--- src/rtl/gpio_bank_pkg.sv ---
`timescale 1ns/1ps
package gpio_bank_pkg;
   localparam int unsigned MAX_PINS = 32;
   localparam int unsigned GRP_W    = 8;
   localparam int unsigned NUM_GRP  = MAX_PINS / GRP_W;
   localparam int unsigned IDX_W    = 3;

   typedef enum logic [IDX_W-1:0] {
      SEL_DIR   = 3'd0,
      SEL_OUT   = 3'd1,
      SEL_BLINK = 3'd2,
      SEL_POL   = 3'd3,
      SEL_LMASK = 3'd4,
      SEL_EMASK = 3'd5,
      SEL_CAUSE = 3'd6,
      SEL_PINS  = 3'd7
   } reg_sel_e;

   // ones in the low n bit positions
   function automatic logic [MAX_PINS-1:0] impl_bits(input int unsigned n);
      logic [MAX_PINS-1:0] m;
      m = '0;
      for (int unsigned i = 0; i < MAX_PINS; i++) begin
         if (i < n) m[i] = 1'b1;
      end
      return m;
   endfunction
endpackage

--- src/rtl/gpio_sync.sv ---
`timescale 1ns/1ps
module gpio_sync #(
   parameter int unsigned W = 32
) (
   input  logic         clk,
   input  logic         rst_n,
   input  logic [W-1:0] d,
   output logic [W-1:0] q
);
   logic [W-1:0] meta_q;
   logic [W-1:0] stable_q;

   always_ff @(posedge clk or negedge rst_n) begin
      if (!rst_n) begin
         meta_q   <= '0;
         stable_q <= '0;
      end else begin
         meta_q   <= d;
         stable_q <= meta_q;
      end
   end

   assign q = stable_q;
endmodule

--- src/rtl/gpio_blink_div.sv ---
`timescale 1ns/1ps
module gpio_blink_div #(
   parameter int unsigned HALF = 4
) (
   input  logic clk,
   input  logic rst_n,
   output logic phase
);
   localparam int unsigned CW   = (HALF > 1) ? $clog2(HALF) : 1;
   localparam logic [CW-1:0] LAST = CW'(HALF - 1);

   logic [CW-1:0] cnt_q;
   logic          phase_q;
   logic          wrap;

   generate
      if (HALF < 1) begin : g_bad_half
         $error("gpio_blink_div: HALF must be at least 1");
      end
   endgenerate

   assign wrap = (cnt_q == LAST);

   always_ff @(posedge clk or negedge rst_n) begin
      if (!rst_n) begin
         cnt_q   <= '0;
         phase_q <= 1'b0;
      end else if (wrap) begin
         cnt_q   <= '0;
         phase_q <= ~phase_q;
      end else begin
         cnt_q   <= cnt_q + 1'b1;
      end
   end

   assign phase = phase_q;
endmodule

--- src/rtl/gpio_irq_unit.sv ---
`timescale 1ns/1ps
module gpio_irq_unit
   import gpio_bank_pkg::*;
#(
   parameter int unsigned NPINS = 32
) (
   input  logic                clk,
   input  logic                rst_n,
   input  logic [MAX_PINS-1:0] din,
   input  logic                cause_wr,
   input  logic [MAX_PINS-1:0] wdata,
   input  logic [MAX_PINS-1:0] lmask,
   input  logic [MAX_PINS-1:0] emask,
   output logic [MAX_PINS-1:0] cause,
   output logic [NUM_GRP-1:0]  irq_grp
);
   localparam logic [MAX_PINS-1:0] IMPL = impl_bits(NPINS);

   logic [MAX_PINS-1:0] prev_q;
   logic [MAX_PINS-1:0] cause_q;
   logic [MAX_PINS-1:0] edge_hit;
   logic [MAX_PINS-1:0] kept;
   logic [MAX_PINS-1:0] pin_irq;

   assign edge_hit = din & ~prev_q & IMPL;
   assign kept     = cause_wr ? (cause_q & wdata) : cause_q;

   always_ff @(posedge clk or negedge rst_n) begin
      if (!rst_n) begin
         prev_q  <= '0;
         cause_q <= '0;
      end else begin
         prev_q  <= din & IMPL;
         cause_q <= (kept | edge_hit) & IMPL;
      end
   end

   assign cause   = cause_q;
   assign pin_irq = ((din & lmask) | (cause_q & emask)) & IMPL;

   generate
      for (genvar g = 0; g < NUM_GRP; g++) begin : g_grp
         if (g * GRP_W < NPINS) begin : g_live
            assign irq_grp[g] = |pin_irq[g*GRP_W +: GRP_W];
         end else begin : g_dead
            assign irq_grp[g] = 1'b0;
         end
      end
   endgenerate


   cause_keep_chk: assert property (@(posedge clk) disable iff (!rst_n)
      !cause_wr |=> ((cause_q & $past(cause_q)) == $past(cause_q)));


   edge_wins_chk: assert property (@(posedge clk) disable iff (!rst_n)
      (|edge_hit) |=> ((cause_q & $past(edge_hit)) == $past(edge_hit)));


   masked_quiet_chk: assert property (@(posedge clk) disable iff (!rst_n)
      ((lmask | emask) == '0) |-> (irq_grp == '0));
endmodule

--- src/rtl/gpio_irq_bank.sv ---
`timescale 1ns/1ps
module gpio_irq_bank
   import gpio_bank_pkg::*;
#(
   parameter int unsigned NPINS      = 32,
   parameter int unsigned BLINK_HALF = 4
) (
   input  logic        clk,
   input  logic        rst_n,
   input  logic        wr_en,
   input  logic [2:0]  addr,
   input  logic [31:0] wdata,
   output logic [31:0] rdata,
   input  logic [31:0] pin_in,
   output logic [31:0] pin_out,
   output logic [31:0] pin_oe,
   output logic [3:0]  irq_grp
);
   localparam logic [MAX_PINS-1:0] IMPL = impl_bits(NPINS);

   generate
      if (NPINS < 1 || NPINS > MAX_PINS) begin : g_bad_pins
         $error("gpio_irq_bank: NPINS must lie in 1..32");
      end
   endgenerate

   reg_sel_e            sel;
   logic [MAX_PINS-1:0] dir_q, out_q, blink_q, pol_q, lmask_q, emask_q;
   logic [MAX_PINS-1:0] sync_q;
   logic [MAX_PINS-1:0] din;
   logic [MAX_PINS-1:0] cause;
   logic [MAX_PINS-1:0] wmask;
   logic                phase;
   logic                cause_wr;

   assign sel      = reg_sel_e'(addr);
   assign wmask    = wdata & IMPL;
   assign cause_wr = wr_en && (sel == SEL_CAUSE);

   always_ff @(posedge clk or negedge rst_n) begin
      if (!rst_n) begin
         dir_q   <= IMPL;
         out_q   <= '0;
         blink_q <= '0;
         pol_q   <= '0;
         lmask_q <= '0;
         emask_q <= '0;
      end else if (wr_en) begin
         case (sel)
            SEL_DIR:   dir_q   <= wmask;
            SEL_OUT:   out_q   <= wmask;
            SEL_BLINK: blink_q <= wmask;
            SEL_POL:   pol_q   <= wmask;
            SEL_LMASK: lmask_q <= wmask;
            SEL_EMASK: emask_q <= wmask;
            default:   ;
         endcase
      end
   end

   gpio_sync #(.W(MAX_PINS)) u_sync (
      .clk   (clk),
      .rst_n (rst_n),
      .d     (pin_in),
      .q     (sync_q)
   );

   assign din = (sync_q ^ pol_q) & IMPL;

   gpio_blink_div #(.HALF(BLINK_HALF)) u_blink (
      .clk   (clk),
      .rst_n (rst_n),
      .phase (phase)
   );

   gpio_irq_unit #(.NPINS(NPINS)) u_irq (
      .clk      (clk),
      .rst_n    (rst_n),
      .din      (din),
      .cause_wr (cause_wr),
      .wdata    (wdata),
      .lmask    (lmask_q),
      .emask    (emask_q),
      .cause    (cause),
      .irq_grp  (irq_grp)
   );

   always_comb begin
      case (sel)
         SEL_DIR:   rdata = dir_q;
         SEL_OUT:   rdata = out_q;
         SEL_BLINK: rdata = blink_q;
         SEL_POL:   rdata = pol_q;
         SEL_LMASK: rdata = lmask_q;
         SEL_EMASK: rdata = emask_q;
         SEL_CAUSE: rdata = cause;
         default:   rdata = din;
      endcase
   end

   assign pin_oe  = ~dir_q & IMPL;
   assign pin_out = (out_q ^ (blink_q & {MAX_PINS{phase}})) & IMPL;


   dir_write_chk: assert property (@(posedge clk) disable iff (!rst_n)
      (wr_en && sel == SEL_DIR) |=> (pin_oe == (~$past(wdata) & IMPL)));
endmodule

--- config.mk ---
export PLATFORM = sky130hd
export DESIGN_NAME = gpio_irq_bank
export DESIGN_NICKNAME = d
export VERILOG_FILES = /design/src/rtl/gpio_bank_pkg.sv /design/src/rtl/gpio_sync.sv /design/src/rtl/gpio_blink_div.sv /design/src/rtl/gpio_irq_unit.sv /design/src/rtl/gpio_irq_bank.sv
export SDC_FILE = /design/constraint.sdc
export NUM_CORES = 1
export LEC_CHECK = 0
export ABC_CLOCK_PERIOD_IN_PS = 2900
export CAP_MARGIN = 20
export CELL_PAD_IN_SITES_DETAIL_PLACEMENT = 2
export CELL_PAD_IN_SITES_GLOBAL_PLACEMENT = 2
export CORE_ASPECT_RATIO = 0.75
export CORE_UTILIZATION = 30
export CTS_BUF_LIST = sky130_fd_sc_hd__clkbuf_16
export DETAILED_ROUTE_END_ITERATION = 12
export PLACE_DENSITY = 0.74
export SETUP_SLACK_MARGIN = 0.4
export SYNTH_ARGS = -nofsm -noshare
export SYNTH_HDL_FRONTEND = slang
export SYNTH_SLANG_ARGS = --single-unit
--- constraint.sdc ---
create_clock -name clk -period 2.9 [get_ports clk]
set_input_delay 0.29 -clock clk [delete_from_list [all_inputs] [get_ports clk]]
set_output_delay 0.29 -clock clk [all_outputs]
set_load 0.02 [all_outputs]
# == After elaboration in Yosys (flattened, before gate mapping) ==
# Cells that the tools add are included.
# word_totals
word_cells,47
register_bits,323
# op_classes
n_mux,3
eq_ne,7
add_sub_neg,1
n_bitwise,12
reduce_logical,12
# op_table
op,count
32-bit one-hot mux with 7 select lines,1
32-bit bitwise AND,5
32-bit NOT,2
32-bit bitwise OR,2
32-bit XOR,2
32-bit 2-to-1 mux,1
8-bit OR reduction,4
2-bit AND reduction,6
3-bit == test (second input constant),3
3-bit by 2-bit == test with 1-bit output (second input constant),2
3-bit by 1-bit == test with 1-bit output (second input constant),1
3-bit logical NOT,1
2-bit by 1-bit adder with 2-bit output (second input constant),1
2-bit == test (second input constant),1
2-bit 2-to-1 mux,1
1-bit logical AND,1
1-bit NOT,1

# == Longest topological paths before layout ==
# Gate-level depths: netlist of the first run.
# logic_depth
depth_word,4
depth_mapped,7
mapped_depth_nobuf,5

# == Hierarchy ==
# From an unflattened synthesis of the first run, not the netlist that was laid out.
# unflattened
hier_cells,1214
area_unflattened_um2,14226.1
# by_module_without_submodules
module,area_each_um2,cells_each,seq_area_each_um2,n_inst
gpio_irq_bank,10058.4,944,4844.6,1
gpio_irq_unit,2466.1,200,1601.5,1
gpio_sync,1601.5,64,1601.5,1
gpio_blink_div,100.1,6,75.1,1

# == Worst setup path after synthesis of the first run ==
# Ideal clock, no wire load.
# synth_timing
kind,input-to-output
from,in addr[1]
to,out rdata[10]
slack_ns,0.947
arrival_ns,1.663
cell_stages,6
required_time_ns,2.610
path_cell_list,buf_2 -> buf_6 -> and3_1 -> buf_2 -> buf_2 -> a221oi_1
# synth_between
elab_chain_len,2
# synth_lines
element,line_no,rtl
start: declaration,gpio_irq_bank.sv:11,"input logic [2:0] addr,"
"3-bit == test, or another cell as far along",gpio_irq_bank.sv:89,case (sel)
32-bit one-hot mux with 7 select lines *,gpio_irq_bank.sv:89,
end: declaration,gpio_irq_bank.sv:13,"output logic [31:0] rdata,"
# Mark *: on every way between the ends. The rest lies on a longest branch, timed or not.

# == Worst setup path in the final report of the first run ==
# layout_timing
from,reg pol_q[26]
to,out irq_grp[3]
# layout_between
elab_chain_len,4
# layout_lines
element,line_no,rtl
start: declaration,gpio_irq_bank.sv:28,"logic [MAX_PINS-1:0] dir_q, out_q, blink_q, pol_q, lmask_q, emask_q;"
start signal: assignment,gpio_irq_bank.sv:53,SEL_POL: pol_q <= wmask;
32-bit XOR,gpio_irq_bank.sv:68,assign din = (sync_q ^ pol_q) & IMPL;
via din[26],gpio_irq_bank.sv:30,logic [MAX_PINS-1:0] din;
32-bit bitwise AND,gpio_irq_unit.sv:39,assign pin_irq = ((din & lmask) | (cause_q & emask)) & IMPL;
32-bit bitwise OR,gpio_irq_unit.sv:39,
8-bit OR reduction,gpio_irq_unit.sv:44,assign irq_grp[g] = |pin_irq[g*GRP_W +: GRP_W];
end: declaration,gpio_irq_bank.sv:17,output logic [3:0] irq_grp
# The timed path passes the listed nets, and every way through them passes these cells.

==> results of run 1 <==
==> layer usage <==
layer	vias to the layer above	share of wire, %	GRT usage [%]
li1	4262	-	-
met1	5223	47	27.02
met2	180	48	31.71
met3	55	3.5	3.258
met4	4	1.5	4.429
met5	-	0.055	0
==> sequential cells by signal, summed over array words and instances, names as in the netlist <==
register       count
u_sync.q          32
u_irq.cause       32
u_blink.phase      1
pol_q             32
dir_q             32
u_sync.meta_q     32
out_q             32
emask_q           32
u_blink.cnt_q      2
lmask_q           32
blink_q           32
u_irq.prev_q      32
==> stage by stage <==
step           instances  hold WS (ns)  worst slack [ns]
2_1_floorplan       1093     -0.005591            0.9472
4_1_cts             1941        0.1693            0.1581
3_5_place_dp        1874        0.3303            0.2364
6_report            1941        0.1993            0.4202
5_1_grt             1941        0.1784            0.3488
3_3_place_gp        1874        0.3269            0.2736
==> worst paths after layout <==
kind                               endpoint              start  slack [ns]
max                              irq_grp[3]          pol_q[26]        0.42
min                        u_sync.meta_q[8]          pin_in[8]        0.20
max reg2reg                 u_irq.cause[29]       u_sync.q[29]        1.81
min reg2reg                    u_sync.q[19]  u_sync.meta_q[19]        0.34
max in group asynchronous          dir_q[2]              rst_n        1.62
min in group asynchronous       blink_q[12]              rst_n        0.33
==> cell families (layout without fill, tap and decap cells) <==
logic type	Yosys count	count (layout)	synth area share (%)
muxes	213	213	18.95
xor gates and xnor gates	65	65	4.051
DFF	323	323	57.80
buffers and inverters	126	344	4.291
adders and majority gates	1	1	0.08902
and+or+nand+nor	149	149	4.959
AOI/OAI and AO/OA	216	216	9.856
==> worst max-delay path, stage by stage (launching register included) <==
cell      delay [ns]
dfrtp_1         0.43
xnor2_2         0.30
inv_1           0.15
a22o_1          0.22
a221oi_2        0.23
nand3_1         0.16
clkbuf_2        0.19
==> timing repair <==
action	in CTS	in global routing
buffers inserted	0	0
resized for setup	73	18
hold endpoints to repair	66	0
pin swaps	5	3
endpoints found under the setup margin	53	13
hold buffers	1	0
==> cell usage in the layout, fill, tap and decap left out, types with 4 or more instances in the layout <==
cell type,count
buf_4,38
a22o_1,13
a21oi_1,4
buf_12,7
nor2b_1,5
inv_1,79
nand3_1,11
a221oi_1,28
dlymetal6s2s_1,6
a21boi_0,4
dfstp_2,32
clkinv_2,5
o21ai_1,4
nand2_1,80
mux2_1,9
mux2_2,176
mux2i_1,4
clkbuf_16,37
xnor2_2,15
a22oi_1,15
mux4_2,24
o22ai_1,24
o32a_1,4
dlygate4sd2_1,36
a221oi_2,7
clkdlybuf4s50_1,118
clkinv_1,7
o21ai_0,106
nor2_1,33
dfrtp_1,291
and3_1,5
xnor2_1,44
==> power groups by stage <==
stage | clock network [W] | logic, W | registers [W]
after floorplan | 0 | 0.00188 | 0.00584
after global placement | 0 | 0.00304 | 0.00607
after detailed placement | 0 | 0.00314 | 0.00614
after CTS | 0.00430 | 0.00315 | 0.00609
after global routing | 0.00447 | 0.00337 | 0.00620
final | 0.00415 | 0.00312 | 0.00610
==> cell type report <==
| class | count | area (um2) | share of cell area, % |
|---|---|---|---|
| flip-flops and latches | 323 | 8123 | 45.64 |
| clock inverters | 29 | 125.1 | 0.7030 |
| inverters | 64 | 240.2 | 1.350 |
| clock buffers | 37 | 925.9 | 5.202 |
| multi-input cells | 644 | 5515 | 30.99 |
| well taps | 630 | 788.3 | 4.429 |
| repair buffers | 214 | 2079 | 11.68 |
==> metrics, run 1 <==
hpwl dp=30700 um; syn nets=1164; sequential power share=45.6%; Ports=170; Iteration-0 DRC Markers=520; Clk network pwr share=31.0%; antenna-violating nets left=0; status=completed; hold depth=1; global-route wire length before repair=70440 um; Final Power=0.01337 W; CTS tree=done; # H-tree levels=2; leading post-synthesis cells by cell area=dfrtp_1, mux2_2, dfstp_2; layout cells sized above 1=27.77%; maximum clock rate=403.3 MHz; syn_area_per_cell=12.86 um2; Worst Tran Pin Value=0.6559 ns; Core Footprint=46110 um2; CTS clk-pin slew, worst paths=0.06 ns; Port Buffers=169; initial core utilization=30.48%; routability cong.=0.7781; cells on worst reg2reg path=3; largest net degree at the start of global routing=80; count of final setup violators=0; CP endpoint kind=output pin; number of global-route vias before repair=11.20k; via count=9724; Chip Height=189.4 um; Async SR Flop Fraction=100.0%; Synth top cells by count=dfrtp_1, mux2_2, o21ai_0; root buffer selected by CTS=clkbuf_16; Switching Share=30.70%; setup TNS after final layout=0 ns; Max VDD drop=0.0003432 V; Critical Path AT=2.19 ns; Clk Latency, worst-skew pair=0.52 ns; Vias/cell=5.010; fin crit share=85.51%; Crit Path Category=reg -> out; crit path max fanout=3; crit path launch type=flop; GR Overflow Total=0; CTS buffer count=36; Leak=7.416 nW; FILL cells=4744; sequential element share of the synthesized area=57.80%; max-capacitance violation count=0; final hold violation count=0; placed instance area=16590 um2; GRT Util Overall=19.45%; skew final=0.02038 ns; Tightest Hold Check Type=in -> reg; initial antenna violation count=3; yosys warns=0; Yosys top cell by area=dfrtp_1; Netlist cell types=42; unrepaired setup endpoints after global routing=yes; Yosys reg bits=323; top_reg_cell synth=dfrtp_1; nets=1354; drt wl/cell=23.55 um; Row Count=68; EDFF count, synth=0; Switching Power=0.004104 W; clock sinks=323; combinational share of power=23.3%; die area=47720 um2; WP data required=2.61 ns; mapped cell area=14050 um2; Slew Viols, Final=0; fin util=38.59%; Tmin final=2.480 ns; Die Wd=251.9 um; clock buffer depth=3; drt total wl=45720 um; Internal Power=0.009265 W; area delta synth->final=26.64%; Relative slew margins=56.27%; DR pass1 iterations=4; power density over the cells=751.2 nW/um2; Synth top area share=51.82%; DR DRC count=0; Syn Inst Count=1093; most frequent cell after synthesis=dfrtp_1; cell area after layout=17800 um2; Ant. Diodes=0
No activity file was read; power rests on OpenSTA's default activity.
==> run 2, diff against run 1 <==
--- a/config.mk
+++ b/config.mk
@@ -7,13 +7,13 @@
 export LEC_CHECK = 0
 export ABC_CLOCK_PERIOD_IN_PS = 2900
 export CAP_MARGIN = 20
-export CELL_PAD_IN_SITES_DETAIL_PLACEMENT = 2
-export CELL_PAD_IN_SITES_GLOBAL_PLACEMENT = 2
+export CELL_PAD_IN_SITES_DETAIL_PLACEMENT = 1
+export CELL_PAD_IN_SITES_GLOBAL_PLACEMENT = 1
 export CORE_ASPECT_RATIO = 0.75
 export CORE_UTILIZATION = 30
 export CTS_BUF_LIST = sky130_fd_sc_hd__clkbuf_16
 export DETAILED_ROUTE_END_ITERATION = 12
-export PLACE_DENSITY = 0.74
+export PLACE_DENSITY = 0.66
 export SETUP_SLACK_MARGIN = 0.4
 export SYNTH_ARGS = -nofsm -noshare
 export SYNTH_HDL_FRONTEND = slang
==> metrics, run 2 (synthesis results as in run 1) <==
status=completed (unchanged); Endpoint, Worst Hold=u_sync.meta_q[1] (was u_sync.meta_q[8]); hpwl dp=29270 um (was 30700 um); max-capacitance violation count=0 (unchanged); drt total wl=43330 um (was 45720 um); WP depth=4 (was 6); clock sinks=323 (unchanged); antenna-violating nets left=0 (unchanged); Ports=170 (unchanged); most frequent cells in the layout=dfrtp_1, mux2_2, clkdlybuf4s50_1 (unchanged); DR pass1 iterations=4 (unchanged); count of final setup violators=0 (unchanged); skew final=0.01660 ns (was 0.02038 ns); Crit path max-delay family=flip-flops (was compound AO/OA/AOI/OAI gates); Die Wd=251.9 um (unchanged); Row Count=68 (unchanged); CTS clk-pin slew, worst paths=0.06 ns (about the same); number of global-route vias before repair=10.48k (was 11.20k); unrepaired setup endpoints after global routing=yes (unchanged); setup TNS after final layout=0 ns (unchanged); clock buffer depth=3 (unchanged); maximum clock rate=408.5 MHz (was 403.3 MHz); layout cells sized above 1=28.76% (was 27.77%); Crit Path Category=reg -> out (unchanged); Critical Path AT=2.16 ns (was 2.19 ns); Max VDD drop=0.0003225 V (was 0.0003432 V); GR Overflow Total=0 (unchanged); DR DRC count=0 (unchanged); fin util=38.86% (was 38.59%); root buffer selected by CTS=clkbuf_16 (unchanged); Final Power=0.01353 W (was 0.01337 W); placed instance area=16600 um2 (was 16590 um2); initial core utilization=30.48% (unchanged); WL met1=21270 um (was 21650 um); nets=1355 (was 1354); routability cong.=0.7885 (was 0.7781); cells on worst reg2reg path=3 (unchanged); CTS tree=done (unchanged); area delta synth->final=27.51% (was 26.64%); crit-path cells=mux4_2 > nor2_1 > a221oi_2 > dlygate4sd2_1 (was xnor2_2 > inv_1 > a22o_1 > a221oi_2 > nand3_1 > clkbuf_2); Worst R2R Start=pol_q[9] (was u_sync.q[29]); detailed-routed wire length on met2=19180 um (was 21720 um); initial antenna violation count=2 (was 3); Vias/cell=4.964 (was 5.010); drt wl/cell=22.31 um (was 23.55 um); WL met3=2004 um (was 1622 um); Leak=7.466 nW (was 7.416 nW); GRT Util Overall=18.58% (was 19.45%); critical path's largest stage delay=0.58 ns (was 0.43 ns); crit path launch type=flop (unchanged); WP data required=2.61 ns (about the same); WP buf/inv=1 (was 2); Clk Latency, worst-skew pair=0.53 ns (was 0.52 ns); Slew Viols, Final=0 (unchanged); slowest CP cell=dfstp_2 (was dfrtp_1); Core Footprint=46110 um2 (unchanged); setup slack, reg-to-reg=1.78 ns (was 1.81 ns); FILL cells=4914 (was 4744); most common cell after layout, fill and taps aside=dfrtp_1 (unchanged); # H-tree levels=2 (unchanged); fin crit share=84.41% (was 85.51%); largest net degree at the start of global routing=92 (was 80); CTS buffer count=36 (unchanged); Top Metal Used=met5 (unchanged); Chip Height=189.4 um (unchanged); Worst Tran Pin Value=0.7477 ns (was 0.6559 ns); CP Launch Point=dir_q[15] (was pol_q[26]); die area=47720 um2 (unchanged); via count=9641 (was 9724); Tmin final=2.448 ns (was 2.480 ns); power density over the cells=755.0 nW/um2 (was 751.2 nW/um2); Port Buffers=169 (unchanged); Iteration-0 DRC Markers=525 (was 520); crit path max fanout=2 (was 3); reg2reg end=u_irq.cause[9] (was u_irq.cause[29]); Relative slew margins=50.15% (was 56.27%); hold depth=1 (unchanged); CP endpoint kind=output pin (unchanged); Tightest Hold Check Type=in -> reg (unchanged); final hold violation count=0 (unchanged); cell area after layout=17920 um2 (was 17800 um2); global-route wire length before repair=67140 um (was 70440 um); Hold Crit Start=pin_in[1] (was pin_in[8])
## run 2: cell types whose count changed in the layout (fill, tap and decap cells not counted), sizes merged
cell           delta
dlygate4sd2       -1
clkbuf            -2
bufinv            +2
dlymetal6s2s      +4
diode             +1
clkinvlp          +3
clkdlybuf4s50     -3
buf               +2
clkinv            +3
inv               -8
## run 2: area by class of cell
type                       instances  area (um2)  share of cell area (%)
clock buffer                      36       900.9                   5.027
sequential                       323        8123                   45.33
tap                              630       788.3                   4.399
multi-input combinational        644        5532                   30.87
timing repair buffer             215        2128                   11.88
clock inverter                    29       205.2                   1.145
inverter                          64       240.2                   1.341
antenna                            1       2.502                 0.01396
## run 2: worst max path at each step
stage                 endpoint  slack [ns]
floorplan            rdata[10]        0.95
global placement     rdata[13]        0.34
detailed placement    rdata[1]        0.28
CTS                 irq_grp[3]        0.23
global route        irq_grp[3]        0.33
finish               rdata[15]        0.45
## run 2: worst register-to-register path, stage by stage (launching register included)
cell and delay [ns]:
dfrtp_1 0.39, xor2_1 0.42, inv_1 0.07, o21ai_0 0.15
## run 2: timing repair
| item | in CTS | in global routing |
|---|---|---|
| hold endpoints to repair | 74 | 0 |
| setup buffers | 0 | 3 |
| pin swaps | 4 | 7 |
| resized for setup | 75 | 25 |
| hold buffers | 1 | 0 |
| endpoints found under the setup margin | 53 | 24 |
| gates cloned | 0 | 0 |
## run 2: report_power, final
group          switching [W]  total [W]  internal (W)
registers           0.000676    0.00607       0.00539
clock network        0.00190    0.00435       0.00246
logic                0.00154    0.00311       0.00157
total                0.00411     0.0135       0.00941
## run 2: metrics by stage
stage / hold WS, ns / worst slack (ns) / cells
2_1_floorplan: -0.005591 / 0.9472 / 1093
3_3_place_gp: 0.3347 / 0.3422 / 1872
3_5_place_dp: 0.3356 / 0.2756 / 1872
4_1_cts: 0.1674 / 0.2265 / 1938
5_1_grt: 0.1736 / 0.3286 / 1941
6_report: 0.1927 / 0.4522 / 1942
## run 2: per-layer routing
metal	track usage (%)	vias up
li1	-	4275
met1	27.58	5098
met2	27.55	206
met3	3.574	60
met4	4.872	2
met5	0	-
